--- src/rtl/usedring_pkg.sv ---
package usedring_pkg;
    typedef enum logic [1:0] {
        OP_PUT  = 2'b00,
        OP_SYNC = 2'b01,
        OP_KICK = 2'b10,
        OP_NOP  = 2'b11
    } uop_e;

    typedef enum logic [2:0] {
        ST_IDLE,
        ST_PUT_ID,
        ST_PUT_LEN,
        ST_PUB_IDX,
        ST_GET_AFLG,
        ST_KICK_RD,
        ST_KICK_WR
    } ustate_e;

    localparam int HDR_BYTES  = 4;
    localparam int ELEM_SHIFT = 3;
endpackage

--- src/rtl/usedring_addr.sv ---
module usedring_addr
    import usedring_pkg::*;
#(
    parameter int AW    = 32,
    parameter int IDX_W = 16
) (
    input  ustate_e          st,
    input  logic [AW-1:0]    used_base,
    input  logic [AW-1:0]    avail_base,
    input  logic [3:0]       ring_log2,
    input  logic [IDX_W-1:0] next_used,
    output logic [AW-1:0]    addr
);
    logic [IDX_W-1:0] mask;
    logic [IDX_W-1:0] slot;
    logic [AW-1:0]    elem_addr;

    always_comb begin
        mask      = IDX_W'((IDX_W'(1) << ring_log2) - IDX_W'(1));
        slot      = next_used & mask;
        elem_addr = used_base + AW'(HDR_BYTES) + (AW'(slot) << ELEM_SHIFT);
    end

    always_comb begin
        unique case (st)
            ST_PUT_ID:   addr = elem_addr;
            ST_PUT_LEN:  addr = elem_addr + AW'(4);
            ST_GET_AFLG: addr = avail_base;
            default:     addr = used_base;
        endcase
    end
endmodule

--- src/rtl/usedring_irq.sv ---
module usedring_irq #(
    parameter int CNT_W = 16,
    parameter int ISR_W = 8
) (
    input  logic             clk,
    input  logic             rst_n,
    input  logic             raise,
    input  logic             skip,
    input  logic             isr_clear,
    output logic             irq,
    output logic [ISR_W-1:0] isr,
    output logic [CNT_W-1:0] cnt_raised,
    output logic [CNT_W-1:0] cnt_skipped
);
    localparam logic [ISR_W-1:0] QUEUE_CAUSE = ISR_W'(1);

    always_ff @(posedge clk) begin
        if (!rst_n) begin
            irq         <= 1'b0;
            isr         <= '0;
            cnt_raised  <= '0;
            cnt_skipped <= '0;
        end else begin
            if (raise) begin
                isr        <= isr | QUEUE_CAUSE;
                irq        <= 1'b1;
                cnt_raised <= cnt_raised + CNT_W'(1);
            end else if (isr_clear) begin
                isr <= '0;
                irq <= 1'b0;
            end
            if (skip) begin
                cnt_skipped <= cnt_skipped + CNT_W'(1);
            end
        end
    end
endmodule

--- src/rtl/usedring_fsm.sv ---
module usedring_fsm
    import usedring_pkg::*;
#(
    parameter int DW    = 32,
    parameter int IDX_W = 16
) (
    input  logic             clk,
    input  logic             rst_n,
    input  logic             cmd_valid,
    input  logic [1:0]       cmd_op,
    input  logic [DW-1:0]    cmd_id,
    input  logic [DW-1:0]    cmd_len,
    input  logic             cmd_kick_en,
    input  logic             notify_empty,
    input  logic             queue_empty,
    input  logic             mem_ack,
    input  logic [DW-1:0]    mem_rdata,
    output ustate_e          st,
    output logic             cmd_ready,
    output logic             mem_req,
    output logic             mem_we,
    output logic [DW/8-1:0]  mem_be,
    output logic [DW-1:0]    mem_wdata,
    output logic             raise,
    output logic             skip,
    output logic [IDX_W-1:0] next_used
);
    localparam int HALF = DW / 2;
    localparam int BEW  = DW / 8;

    ustate_e       st_nx;
    logic [DW-1:0] id_q;
    logic [DW-1:0] len_q;
    logic          kick_q;
    logic [DW-1:0] hdr_q;

    always_comb begin
        st_nx = st;
        unique case (st)
            ST_IDLE: begin
                if (cmd_valid) begin
                    unique case (uop_e'(cmd_op))
                        OP_PUT:  st_nx = ST_PUT_ID;
                        OP_SYNC: st_nx = ST_PUB_IDX;
                        OP_KICK: st_nx = ST_KICK_RD;
                        OP_NOP:  st_nx = ST_IDLE;
                    endcase
                end
            end
            ST_PUT_ID:   if (mem_ack) st_nx = ST_PUT_LEN;
            ST_PUT_LEN:  if (mem_ack) st_nx = ST_IDLE;
            ST_PUB_IDX:  if (mem_ack) st_nx = ST_GET_AFLG;
            ST_GET_AFLG: if (mem_ack) st_nx = ST_IDLE;
            ST_KICK_RD:  if (mem_ack) st_nx = ST_KICK_WR;
            ST_KICK_WR:  if (mem_ack) st_nx = ST_IDLE;
            default:     st_nx = ST_IDLE;
        endcase
    end

    always_ff @(posedge clk) begin
        if (!rst_n) begin
            st        <= ST_IDLE;
            id_q      <= '0;
            len_q     <= '0;
            kick_q    <= 1'b0;
            hdr_q     <= '0;
            next_used <= '0;
        end else begin
            st <= st_nx;
            if (st == ST_IDLE && cmd_valid) begin
                id_q   <= cmd_id;
                len_q  <= cmd_len;
                kick_q <= cmd_kick_en;
            end
            if (st == ST_KICK_RD && mem_ack) begin
                hdr_q <= mem_rdata;
            end
            if (st == ST_PUT_LEN && mem_ack) begin
                next_used <= next_used + IDX_W'(1);
            end
        end
    end

    always_comb begin
        cmd_ready = (st == ST_IDLE);
        mem_req   = (st != ST_IDLE);
        mem_we    = 1'b0;
        mem_be    = '1;
        mem_wdata = '0;
        raise     = 1'b0;
        skip      = 1'b0;
        unique case (st)
            ST_PUT_ID: begin
                mem_we    = 1'b1;
                mem_wdata = id_q;
            end
            ST_PUT_LEN: begin
                mem_we    = 1'b1;
                mem_wdata = len_q;
            end
            ST_PUB_IDX: begin
                mem_we    = 1'b1;
                mem_be    = {{(BEW/2){1'b1}}, {(BEW/2){1'b0}}};
                mem_wdata = {HALF'(next_used), {HALF{1'b0}}};
            end
            ST_GET_AFLG: begin
                if (mem_ack) begin
                    raise = !mem_rdata[0] || (notify_empty && queue_empty);
                    skip  = !raise;
                end
            end
            ST_KICK_WR: begin
                mem_we    = 1'b1;
                mem_be    = {{(BEW/2){1'b0}}, {(BEW/2){1'b1}}};
                mem_wdata = {hdr_q[DW-1:1], !kick_q};
            end
            default: ;
        endcase
    end
endmodule

--- src/rtl/usedring_retire.sv ---
module usedring_retire
    import usedring_pkg::*;
#(
    parameter int AW    = 32,
    parameter int DW    = 32,
    parameter int IDX_W = 16,
    parameter int CNT_W = 16,
    parameter int ISR_W = 8
) (
    input  logic             clk,
    input  logic             rst_n,
    input  logic             cmd_valid,
    input  logic [1:0]       cmd_op,
    input  logic [DW-1:0]    cmd_id,
    input  logic [DW-1:0]    cmd_len,
    input  logic             cmd_kick_en,
    output logic             cmd_ready,
    input  logic [AW-1:0]    cfg_used_base,
    input  logic [AW-1:0]    cfg_avail_base,
    input  logic [3:0]       cfg_ring_log2,
    input  logic             cfg_notify_empty,
    input  logic             queue_empty,
    output logic             mem_req,
    output logic             mem_we,
    output logic [AW-1:0]    mem_addr,
    output logic [DW/8-1:0]  mem_be,
    output logic [DW-1:0]    mem_wdata,
    input  logic             mem_ack,
    input  logic [DW-1:0]    mem_rdata,
    input  logic             isr_clear,
    output logic             irq,
    output logic [ISR_W-1:0] isr,
    output logic [CNT_W-1:0] cnt_raised,
    output logic [CNT_W-1:0] cnt_skipped,
    output logic [IDX_W-1:0] next_used
);
    ustate_e st;
    logic    raise;
    logic    skip;

    usedring_fsm #(.DW(DW), .IDX_W(IDX_W)) u_fsm (
        .clk          (clk),
        .rst_n        (rst_n),
        .cmd_valid    (cmd_valid),
        .cmd_op       (cmd_op),
        .cmd_id       (cmd_id),
        .cmd_len      (cmd_len),
        .cmd_kick_en  (cmd_kick_en),
        .notify_empty (cfg_notify_empty),
        .queue_empty  (queue_empty),
        .mem_ack      (mem_ack),
        .mem_rdata    (mem_rdata),
        .st           (st),
        .cmd_ready    (cmd_ready),
        .mem_req      (mem_req),
        .mem_we       (mem_we),
        .mem_be       (mem_be),
        .mem_wdata    (mem_wdata),
        .raise        (raise),
        .skip         (skip),
        .next_used    (next_used)
    );

    usedring_addr #(.AW(AW), .IDX_W(IDX_W)) u_addr (
        .st         (st),
        .used_base  (cfg_used_base),
        .avail_base (cfg_avail_base),
        .ring_log2  (cfg_ring_log2),
        .next_used  (next_used),
        .addr       (mem_addr)
    );

    usedring_irq #(.CNT_W(CNT_W), .ISR_W(ISR_W)) u_irq (
        .clk         (clk),
        .rst_n       (rst_n),
        .raise       (raise),
        .skip        (skip),
        .isr_clear   (isr_clear),
        .irq         (irq),
        .isr         (isr),
        .cnt_raised  (cnt_raised),
        .cnt_skipped (cnt_skipped)
    );
endmodule

--- config.mk ---
export PLATFORM = sky130hd
export DESIGN_NAME = usedring_retire
export DESIGN_NICKNAME = d
export VERILOG_FILES = /design/src/rtl/usedring_pkg.sv /design/src/rtl/usedring_addr.sv /design/src/rtl/usedring_irq.sv /design/src/rtl/usedring_fsm.sv /design/src/rtl/usedring_retire.sv
export SDC_FILE = /design/constraint.sdc
export NUM_CORES = 1
export LEC_CHECK = 0
export CAP_MARGIN = 20
export CORE_UTILIZATION = 45
export DETAILED_ROUTE_END_ITERATION = 16
export PLACE_DENSITY_LB_ADDON = 0.05
export SYNTH_ARGS = -nofsm -noshare
export SYNTH_HDL_FRONTEND = slang
export SYNTH_HIERARCHICAL = 1
export SYNTH_SLANG_ARGS = --single-unit
--- constraint.sdc ---
create_clock -name clk -period 8.6 [get_ports clk]
set_clock_uncertainty 0.2 [all_clocks]
set_input_delay 0.86 -clock clk [delete_from_list [all_inputs] [get_ports clk]]
set_output_delay 0.86 -clock clk [all_outputs]
set_load 0.03 [all_outputs]
==> metrics.txt, run 1 <==
DR vias/cell=5.64; hold slack=0.254 ns; clk root buf=clkbuf_16; number of antenna violations at the first check in global routing=2; IO Pins=just over 300; CP max FO=16; core box area=between 0.02 and 0.025 mm²; status=completed; FFs w/ async S/R, synth=0; CTS tree=done; Max clock buf depth=2; antenna-violating nets left=0; Post-Synth Simple-Gate Area=0.279; max_cap viols=0; Avg Cell Area, Syn=7.26 µm²; # resized after CTS=0; Worst setup SP type=input pin; Setup Fix Bufs, Post-CTS=0; Main synth FF type=dfxtp_1; Sink Count=148; reg-to-reg critical path startpoint=u_fsm/st[2]; crit path time final=between 7 and 8 ns; Final Cell Area=0.0133 mm²; Synth Area in Adders=0.0292; Die ar.=about 0.022 mm²; DP Area=0.0126 mm²; fin nets=1762; Die Width=149 µm; Yosys reg bits=148; gr usage total=0.299; pin count of the biggest net entering global routing=67; Reg-to-Reg End=u_irq/cnt_raised[14]; Detailed Route WL=33.4 mm; detailed-route DRC error count=0; gpl congestion=0.960; Worst-Margin Slew=roughly 1.1 ns; FMAX=0.130 GHz; critical path data required time=7.54 ns; Starting Density=0.459; largest family of logic cells by synthesized area=simple AND/OR/NAND/NOR gates; Core Rows=53; CP startpoint=cfg_ring_log2[3]; CTS H-tree depth=4; sequential area share after synthesis=0.306; Mapped Area=0.00969 mm²; number of flops mapped to enable cells by yosys=0; Hold Crit Class=flop to flop; PortBufs=slightly below 300; first-pass iteration count of the detailed router=5; Num CTS Buffers=17; RSZ-0062 raised after global routing=no; critical path type=input pin to primary output; setup_tns=0 ns; Routed WL per cell=18.0 µm; first-pass GRT wire length=52.6 mm; CTS Hold Bufs=0; Chip Height=149 µm; nature of the critical path endpoint=primary output; Netlist cell types=78; final setup vio count=0; Area growth syn-to-layout=37.1%; worst r2r path cells=8; Final Hold Fails=0; Clk Latency, worst-skew pair=0.43 ns; xor/xnor share of the synthesized area=0.0748; Peak VDD IR=0.103 mV; dpl hpwl=roughly 24 mm; grt ovf=0; Worst EP arrival=6.66 ns; mux cell area share after synthesis=0.0320; FF-to-FF setup slack=5.54 ns; Cells after Synth=~1300; post-synthesis compound-gate area fraction=0.224; final slew viol count=0; Critical Path End=mem_addr[31]; pwr/cell area=161 mW/mm²; Worst slew margin=0.237; Via Count=between 10000 and 15000; DRT iter0 DRCs=between 700 and 800; Worst-path clk slew=roughly 0.060 ns; vias in the first global route=9731; Ys Warns=6; final period utilization=0.898; FILL cells=1987; Pleak=around 0.0047 µW; ratio of cells with drive above 1 in the final layout=0.0595
-- flip-flops by register name (all words and copies together), names as in the netlist --
register           flops
u_fsm/next_used       16
u_irq/isr              1
u_fsm/id_q            32
u_fsm/len_q           32
u_irq/cnt_skipped     16
u_fsm/st               3
u_irq/cnt_raised      16
u_fsm/kick_q           1
u_fsm/hdr_q           31
-- worst min-delay path by stage --
stage,from,to,slack [ns],cells after the start
2_1_floorplan,u_fsm/len_q[16],u_fsm/len_q[16],0.23,2
3_3_place_gp,u_fsm/len_q[28],u_fsm/len_q[28],0.24,2
3_5_place_dp,u_fsm/len_q[31],u_fsm/len_q[31],0.25,2
4_1_cts,u_fsm/len_q[31],u_fsm/len_q[31],0.25,2
5_1_grt,u_fsm/len_q[31],u_fsm/len_q[31],0.27,2
6_report,u_fsm/len_q[31],u_fsm/len_q[31],0.25,2
-- kinds of logic (layout without fill, tap and decap cells) --
logic type               count (synthesis)  in the layout
AO/OA/AOI/OAI                          369            369
XOR/XNOR                                81             81
adder cells (fa/ha/maj)                 22             22
buffers and inverters                  115            353
flip-flops                             148            148
multiplexers                            29             29
other                                    2             10
AND/OR/NAND/NOR                        569            569
-- metrics by stage --
step / setup slack (ns) / power [µW] / std cells / util
2_1_floorplan: 2.24 / 1110 / 1341 / -
3_3_place_gp: 1.03 / 1360 / 1820 / 0.599
3_5_place_dp: 0.968 / 1360 / 1820 / 0.599
4_1_cts: 0.946 / 2150 / 1852 / 0.628
5_1_grt: 0.327 / 2230 / 1856 / 0.630
6_report: 0.880 / 2140 / 1856 / 0.630
-- Yosys cell counts (29+ instances only) --
master,count,area [µm²]
nand3_1,31,155
clkbuf_1,54,203
a21oi_1,168,841
buf_2,30,150
nand2_1,297,1110
xor2_1,41,359
o21ai_0,77,385
nand4_1,29,181
xnor2_1,38,333
dfxtp_1,148,2960
a22oi_1,37,278
nor2_1,86,323
-- cells in the final DEF (no fill, tap or decap), types with 13 or more instances in the layout --
cell type        instances
nand2_1                297
clkdlybuf4s50_1        294
a21oi_1                168
dfxtp_1                145
nor2_1                  86
o21ai_0                 77
xor2_1                  41
xnor2_1                 38
a22oi_1                 37
nand3_1                 31
nand4_1                 29
o22ai_1                 22
ha_1                    21
nor3_1                  19
clkbuf_16               17
and2_1                  16
mux2_2                  16
or3_1                   14
inv_1                   13
mux2i_1                 13
-- worst max-delay path, cell delays in order --
cell	delay (ns)
clkdlybuf4s50_1	0.65
nor3_1	0.32
nand2_1	0.09
ha_1	0.32
nor4bb_1	0.30
a21oi_1	0.07
o22ai_1	0.13
and2_1	0.20
ha_1	0.22
nand2_1	0.15
a211oi_1	0.34
a21oi_1	0.20
xnor2_1	0.30
nand4_1	0.23
nor4b_2	0.37
nand3_1	0.32
or3_1	0.40
or3_1	0.31
a31oi_1	0.16
clkdlybuf4s50_1	0.69
-- final cells by class --
class                      instances  area, µm²  share of cell area
sequential                       148       2970               0.223
timing repair buffer             305       3040               0.229
inverter                          16       61.3             0.00461
tap                              275        344              0.0259
clock buffer                      18        439              0.0331
clock inverter                    14        181              0.0137
multi-input combinational       1078       6250               0.470
antenna                            2       5.00            0.000377
-- routing by layer --
layer / global-route usage / part of all wire / vias up
met4: 0.103 / 0.025 / 0
met1: 0.403 / 0.45 / 4848
met5: 0 / 0 / -
met2: 0.469 / 0.46 / 396
met3: 0.0663 / 0.072 / 50
li1: - / - / 5172
-- power breakdown --
| group | leakage [µW] | internal [µW] | switching [µW] |
|---|---|---|---|
| logic | 0.00323 | 251 | 365 |
| registers | 0.00120 | 716 | 18.5 |
| clock network | 0.000303 | 451 | 334 |
| total | 0.00474 | 1420 | 718 |
Note: power is estimated with default switching activity, not from simulation.
==> inputs of run 2 (changes only) <==
- MAX_ROUTING_LAYER: not set -> met4
==> run 2 against run 1 <==
Net effect: combinational power about the same; worst hold slack lost 0.00058 ns; clock-buffer cell count stayed put; sequential share of layout area about the same; register-to-register slack is essentially flat; largest power group unchanged; highest routed layer unchanged; non-clock buffer count is the same.
==> metrics.txt, run 2 (synthesis results as in run 1) <==
Max clock buf depth=2; Setup Fix Bufs, Post-CTS=0; Core Rows=53; delay-heaviest family, CP=simple AND/OR/NAND/NOR gates; FF-to-FF setup slack=5.53 ns; Final Cell Area=0.0133 mm²; first-pass iteration count of the detailed router=6; Sink Count=148; antenna-violating nets left=0; CTS Hold Bufs=0; ratio of cells with drive above 1 in the final layout=0.0589; Via Count=10542; final slew viol count=0; most frequent cells in the layout=nand2_1 (297), clkdlybuf4s50_1 (294), a21oi_1 (168); pin count of the biggest net entering global routing=88; Max stage delay cell, worst path=clkdlybuf4s50_1; # resized after CTS=0; DR vias/cell=5.69; final core occ=0.630; worst r2r path cells=8; gpl congestion=0.965; Die Width=about 150 µm; Starting Density=0.459; number of antenna violations at the first check in global routing=0; Clk Latency, worst-skew pair=0.43 ns; largest registers=u_fsm/id_q: 32 flops, u_fsm/len_q: 32 flops, u_fsm/hdr_q: 31 flops; max_cap viols=0; core box area=0.0211 mm²; DP Area=~0.013 mm²; min-delay src=u_fsm/hdr_q[7]; Worst Path Buf+Inv=2; first-pass GRT wire length=52.1 mm; status=completed; Die ar.=0.0221 mm²; Cell Chain, Critical Path=clkdlybuf4s50_1 -> nor3_1 -> nand2_1 -> ha_1 -> nor4bb_1 -> a21oi_1 -> o22ai_1 -> and2_1 -> ha_1 -> nand2_1 -> a211oi_1 -> a21oi_1 -> xnor2_1 -> nand4_1 -> nor4b_2 -> nand3_1 -> or3_1 -> o21a_1 -> o31ai_1 -> clkdlybuf4s50_1; crit path time final=7.91 ns; final setup vio count=0; fin nets=1762; Worst-path clk slew=0.06 ns; hold path depth=2; FMAX=about 0.13 GHz; critical path type=input pin to primary output; IO Pins=around 300; Inserted Diodes=0; Worst setup SP type=input pin; CTS tree=done; Worst EP arrival=6.85 ns; Final Hold Fails=0; critical path data required time=roughly 7.5 ns; pwr/cell area=161 mW/mm²; Reg-to-Reg End=u_irq/cnt_raised[15]; Routed WL per cell=18.2 µm; DRT iter0 DRCs=858; WHS Endpoint=u_fsm/hdr_q[7]; setup_tns=0 ns; vias in the first global route=9812; Num CTS Buffers=17; Pleak=0.00474 µW; gr usage total=0.308; grt ovf=0; Detailed Route WL=roughly 34 mm; CTS H-tree depth=4; slowest stage delay, CP=0.71 ns; clk root buf=clkbuf_16; reg-to-reg critical path startpoint=u_fsm/st[2]; Hold Crit Class=flop to flop; dpl hpwl=roughly 25 mm; RSZ-0062 raised after global routing=no; Chip Height=approximately 150 µm; Peak VDD IR=0.137 mV; CP max FO=16; most common cell after layout, fill and taps aside=nand2_1; Worst slew margin=0.275; PortBufs=between 200 and 300; detailed-route DRC error count=0; Area growth syn-to-layout=37.0%; nature of the critical path endpoint=primary output; Worst-Margin Slew=~1.1 ns; final period utilization=0.919
run 2: layer usage:
layer,track usage,vias up,part of all wire
li1,-,5165,-
met1,0.398,4913,0.44
met2,0.464,408,0.45
met3,0.0758,56,0.081
met4,0.114,0,0.027
met5,-,-,0
run 2: power by group:
part           switching (µW)  total (µW)  internal (µW)
clock network             339         784            445
registers                22.5         739            716
logic                     364         615            251
total                     725        2140           1410
run 2: worst max-delay path by stage:
stage | startpoint | endpoint | slack, ns | cells after the start
final | cfg_ring_log2[3] | mem_addr[30] | 0.69 | 20
after global routing | cfg_ring_log2[3] | mem_addr[30] | 0.15 | 20
after CTS | cfg_ring_log2[3] | mem_addr[30] | 0.88 | 20
after detailed placement | cfg_ring_log2[3] | mem_addr[30] | 0.92 | 20
after global placement | cfg_ring_log2[3] | mem_addr[31] | 1.03 | 19
after floorplan | cfg_ring_log2[1] | mem_addr[30] | 2.24 | 20
run 2: final cells by class:
| type | instances | area [µm²] |
|---|---|---|
| Sequential cell | 148 | 2970 |
| Multi-Input combinational cell | 1078 | 6250 |
| Clock buffer | 18 | 429 |
| Timing Repair Buffer | 305 | 3040 |
| Inverter | 16 | 61.3 |
| Clock inverter | 14 | 188 |
| Fill cell | 1962 | 7810 |
| Tap cell | 275 | 344 |
run 2: through the flow:
step | instances | total power, µW | hold slack [ns] | worst slack [ns]
5_1_grt | 1854 | 2220 | 0.269 | 0.150
6_report | 1854 | 2140 | 0.253 | 0.695
2_1_floorplan | 1341 | 1110 | 0.234 | 2.24
3_3_place_gp | 1820 | 1360 | 0.239 | 1.03
3_5_place_dp | 1821 | 1360 | 0.245 | 0.920
4_1_cts | 1853 | 2150 | 0.255 | 0.884
run 2: worst reg2reg max path: stages, from the launching register on:
cell and delay, ns:
dfxtp_2 0.33, buf_4 0.56, nor2b_1 0.27, nand2_1 0.13, a21oi_1 0.61, and4_4 0.41
and4_4 0.25, nand3_2 0.08, mux2i_1 0.12
==> inputs of run 3 (changes only) <==
- ABC_AREA: not set -> 1
- CORE_ASPECT_RATIO: not set -> 0.75
- CORE_MARGIN: not set -> 2
==> run 3 against run 2 <==
Net effect: worst hold slack better by 0.0012 ns; clock power increased by 2%; power is 0.45% higher; largest power group unchanged.
==> metrics.txt, run 3 <==
Peak VDD IR=about 0.12 mV; Via Count=~13000; Worst setup SP type=input pin; slowest stage delay, CP=0.70 ns; Inserted Diodes=0; Die Width=183 µm; Starting Density=0.455; final slew viol count=0; detailed-route DRC error count=0; Sw Share=0.326; Top cell by count, worst path=nand2_1; critical path type=input pin to primary output; CTS Hold Bufs=0; Avg Cell Area, Syn=around 6 µm²; combinational fraction of design power=0.283; Detailed Route WL=between 30 and 40 mm; Worst Path Buf+Inv=5; status=completed; Main synth FF type=dfxtp_1; grt ovf=0; Design Power=2150 µW; synth top area cells=dfxtp_1 (27%), nand2_1 (19%), inv_1 (8.1%), nor2_1 (6.9%), nand3_1 (5.6%); most frequent cells in the layout=nand2_1 (546), clkdlybuf4s50_1 (293), inv_1 (233); Yosys reg bits=about 150; Hold Crit Class=flop to flop; antenna-violating nets left=0; # resized after CTS=0; Reg power frac=0.345; fin nets=2252; Netlist cell types=44; number of antenna violations at the first check in global routing=0; Worst-Margin Slew=1.03 ns; number of flops mapped to enable cells by yosys=0; Final Cell Area=0.0145 mm²; ratio of cells with drive above 1 in the final layout=0.0764; NetSw=701 µW; FMAX=between 0.1 and 0.15 GHz; vias in the first global route=11625; CP max FO=6; final period utilization=0.788; first-pass GRT wire length=roughly 62 mm; Die ar.=0.0254 mm²; RSZ-0062 raised after global routing=no; PortBufs=between 200 and 300; Max stage delay cell, worst path=clkdlybuf4s50_1; DR vias/cell=5.29; area leader, netlist=dfxtp_1; clk root buf=clkbuf_16; Routed WL per cell=16.7 µm; nature of the critical path endpoint=primary output; DRT iter0 DRCs=1220; Int Power=1450 µW; most common cell after layout, fill and taps aside=nand2_1; critical path data required time=between 7 and 8 ns; Worst EP arrival=between 5 and 6 ns; CTS H-tree depth=4; core box area=around 0.024 mm²; pin count of the biggest net entering global routing=106; largest registers=u_fsm/id_q: 32 flops, u_fsm/len_q: 32 flops, u_fsm/hdr_q: 31 flops; Core Rows=between 40 and 50; crit path time final=6.77 ns; first-pass iteration count of the detailed router=6; Clk Latency, worst-skew pair=0.43 ns; sequential area share after synthesis=0.273; final setup vio count=0; CTS tree=done; pwr/cell area=148 mW/mm²; clock share of power=0.372; gpl congestion=1.05; hold slack=between 0.2 and 0.3 ns; max_cap viols=0; Ys Warns=6; gr usage total=0.319; dpl cells=roughly 2300; Worst slew margin=0.315; share of the synthesized area in the top cell type=0.273; setup_tns=0 ns; Chip Height=138 µm; Cells after Synth=1799; Sink Count=about 150; dpl hpwl=30.7 mm; FFs w/ async S/R, synth=0; count leader, synth=nand2_1; Pleak=around 0.0061 µW; Final Hold Fails=0; delay-heaviest family, CP=simple AND/OR/NAND/NOR gates; Post-synth top cells=nand2_1 (546), inv_1 (233), nor2_1 (199); Max clock buf depth=2; Num CTS Buffers=17; Mapped Area=0.0108 mm²; DP Area=around 0.014 mm²; Area growth syn-to-layout=33.8%; Worst-path clk slew=0.06 ns; Setup Fix Bufs, Post-CTS=0; IO Pins=302; non-filler instance count after layout=2374
## run 3: cell count changes in the layout (fill, tap and decap cells not counted), sizes merged, moves of 19 or more
cell / delta
nand2: +288
o21ai: +19
a21oi: -62
nor2: +159
xor2: -35
inv: +223
o2111ai: +34
nand3: +95
o22ai: -21
a22oi: -37
xnor2: -37
## run 3: metal layers
metal,track usage,part of all wire
met5,-,0
met4,0.0867,0.021
met2,0.440,0.41
met1,0.453,0.47
met3,0.0898,0.10
## run 3: metrics by stage
step	worst slack, ns	util
floorplan	3.66	-
global placement	1.97	0.581
detailed placement	1.95	0.581
CTS	1.92	0.607
global route	1.44	0.609
finish	1.83	0.609
## run 3: cells by family (layout without fill, tap and decap cells)
kind of cell | count (synthesis) | count (layout) | share of synthesized area
and+or+nand+nor | 1029 | 1029 | 0.419
buffers and inverters | 316 | 579 | 0.123
AOI/OAI and AO/OA | 273 | 273 | 0.151
DFF | 148 | 148 | 0.273
adders and majority gates | 22 | 22 | 0.0261
xor gates and xnor gates | 9 | 9 | 0.00727
other | 2 | 8 | 0.000692
## run 3: power by group through the flow
stage | registers (µW) | logic, µW | clock network [µW]
after floorplan | 750 | 361 | 0
after global placement | 754 | 597 | 0
after detailed placement | 756 | 598 | 0
after CTS | 741 | 602 | 807
after global routing | 744 | 654 | 837
final | 741 | 607 | 799
## run 3: worst paths after layout
path	from	endpoint	slack (ns)	cells after the start
worst max-delay path	cfg_ring_log2[1]	mem_addr[25]	1.83	26
worst min-delay path	u_fsm/len_q[7]	u_fsm/len_q[7]	0.25	2
worst max register to register	u_fsm/st[1]	u_fsm/id_q[17]	5.76	7
worst min register to register	u_fsm/len_q[7]	u_fsm/len_q[7]	0.25	2
## run 3: cell type report
cell class                      count  area, µm²
Timing Repair Buffer              303       3030
Fill cell                        2299       9330
Sequential cell                   148       2960
Clock buffer                       17        425
Inverter                          245        927
Multi-Input combinational cell   1341       6590
Clock inverter                     14        204
Tap cell                          306        383
## run 3: worst min-delay path, delay by kind of cell (launching register included)
kind                   cells  cell delay (ns)
AO/OA/AOI/OAI              1             0.05
buffers and inverters      1             0.06
flip-flops                 1             0.30
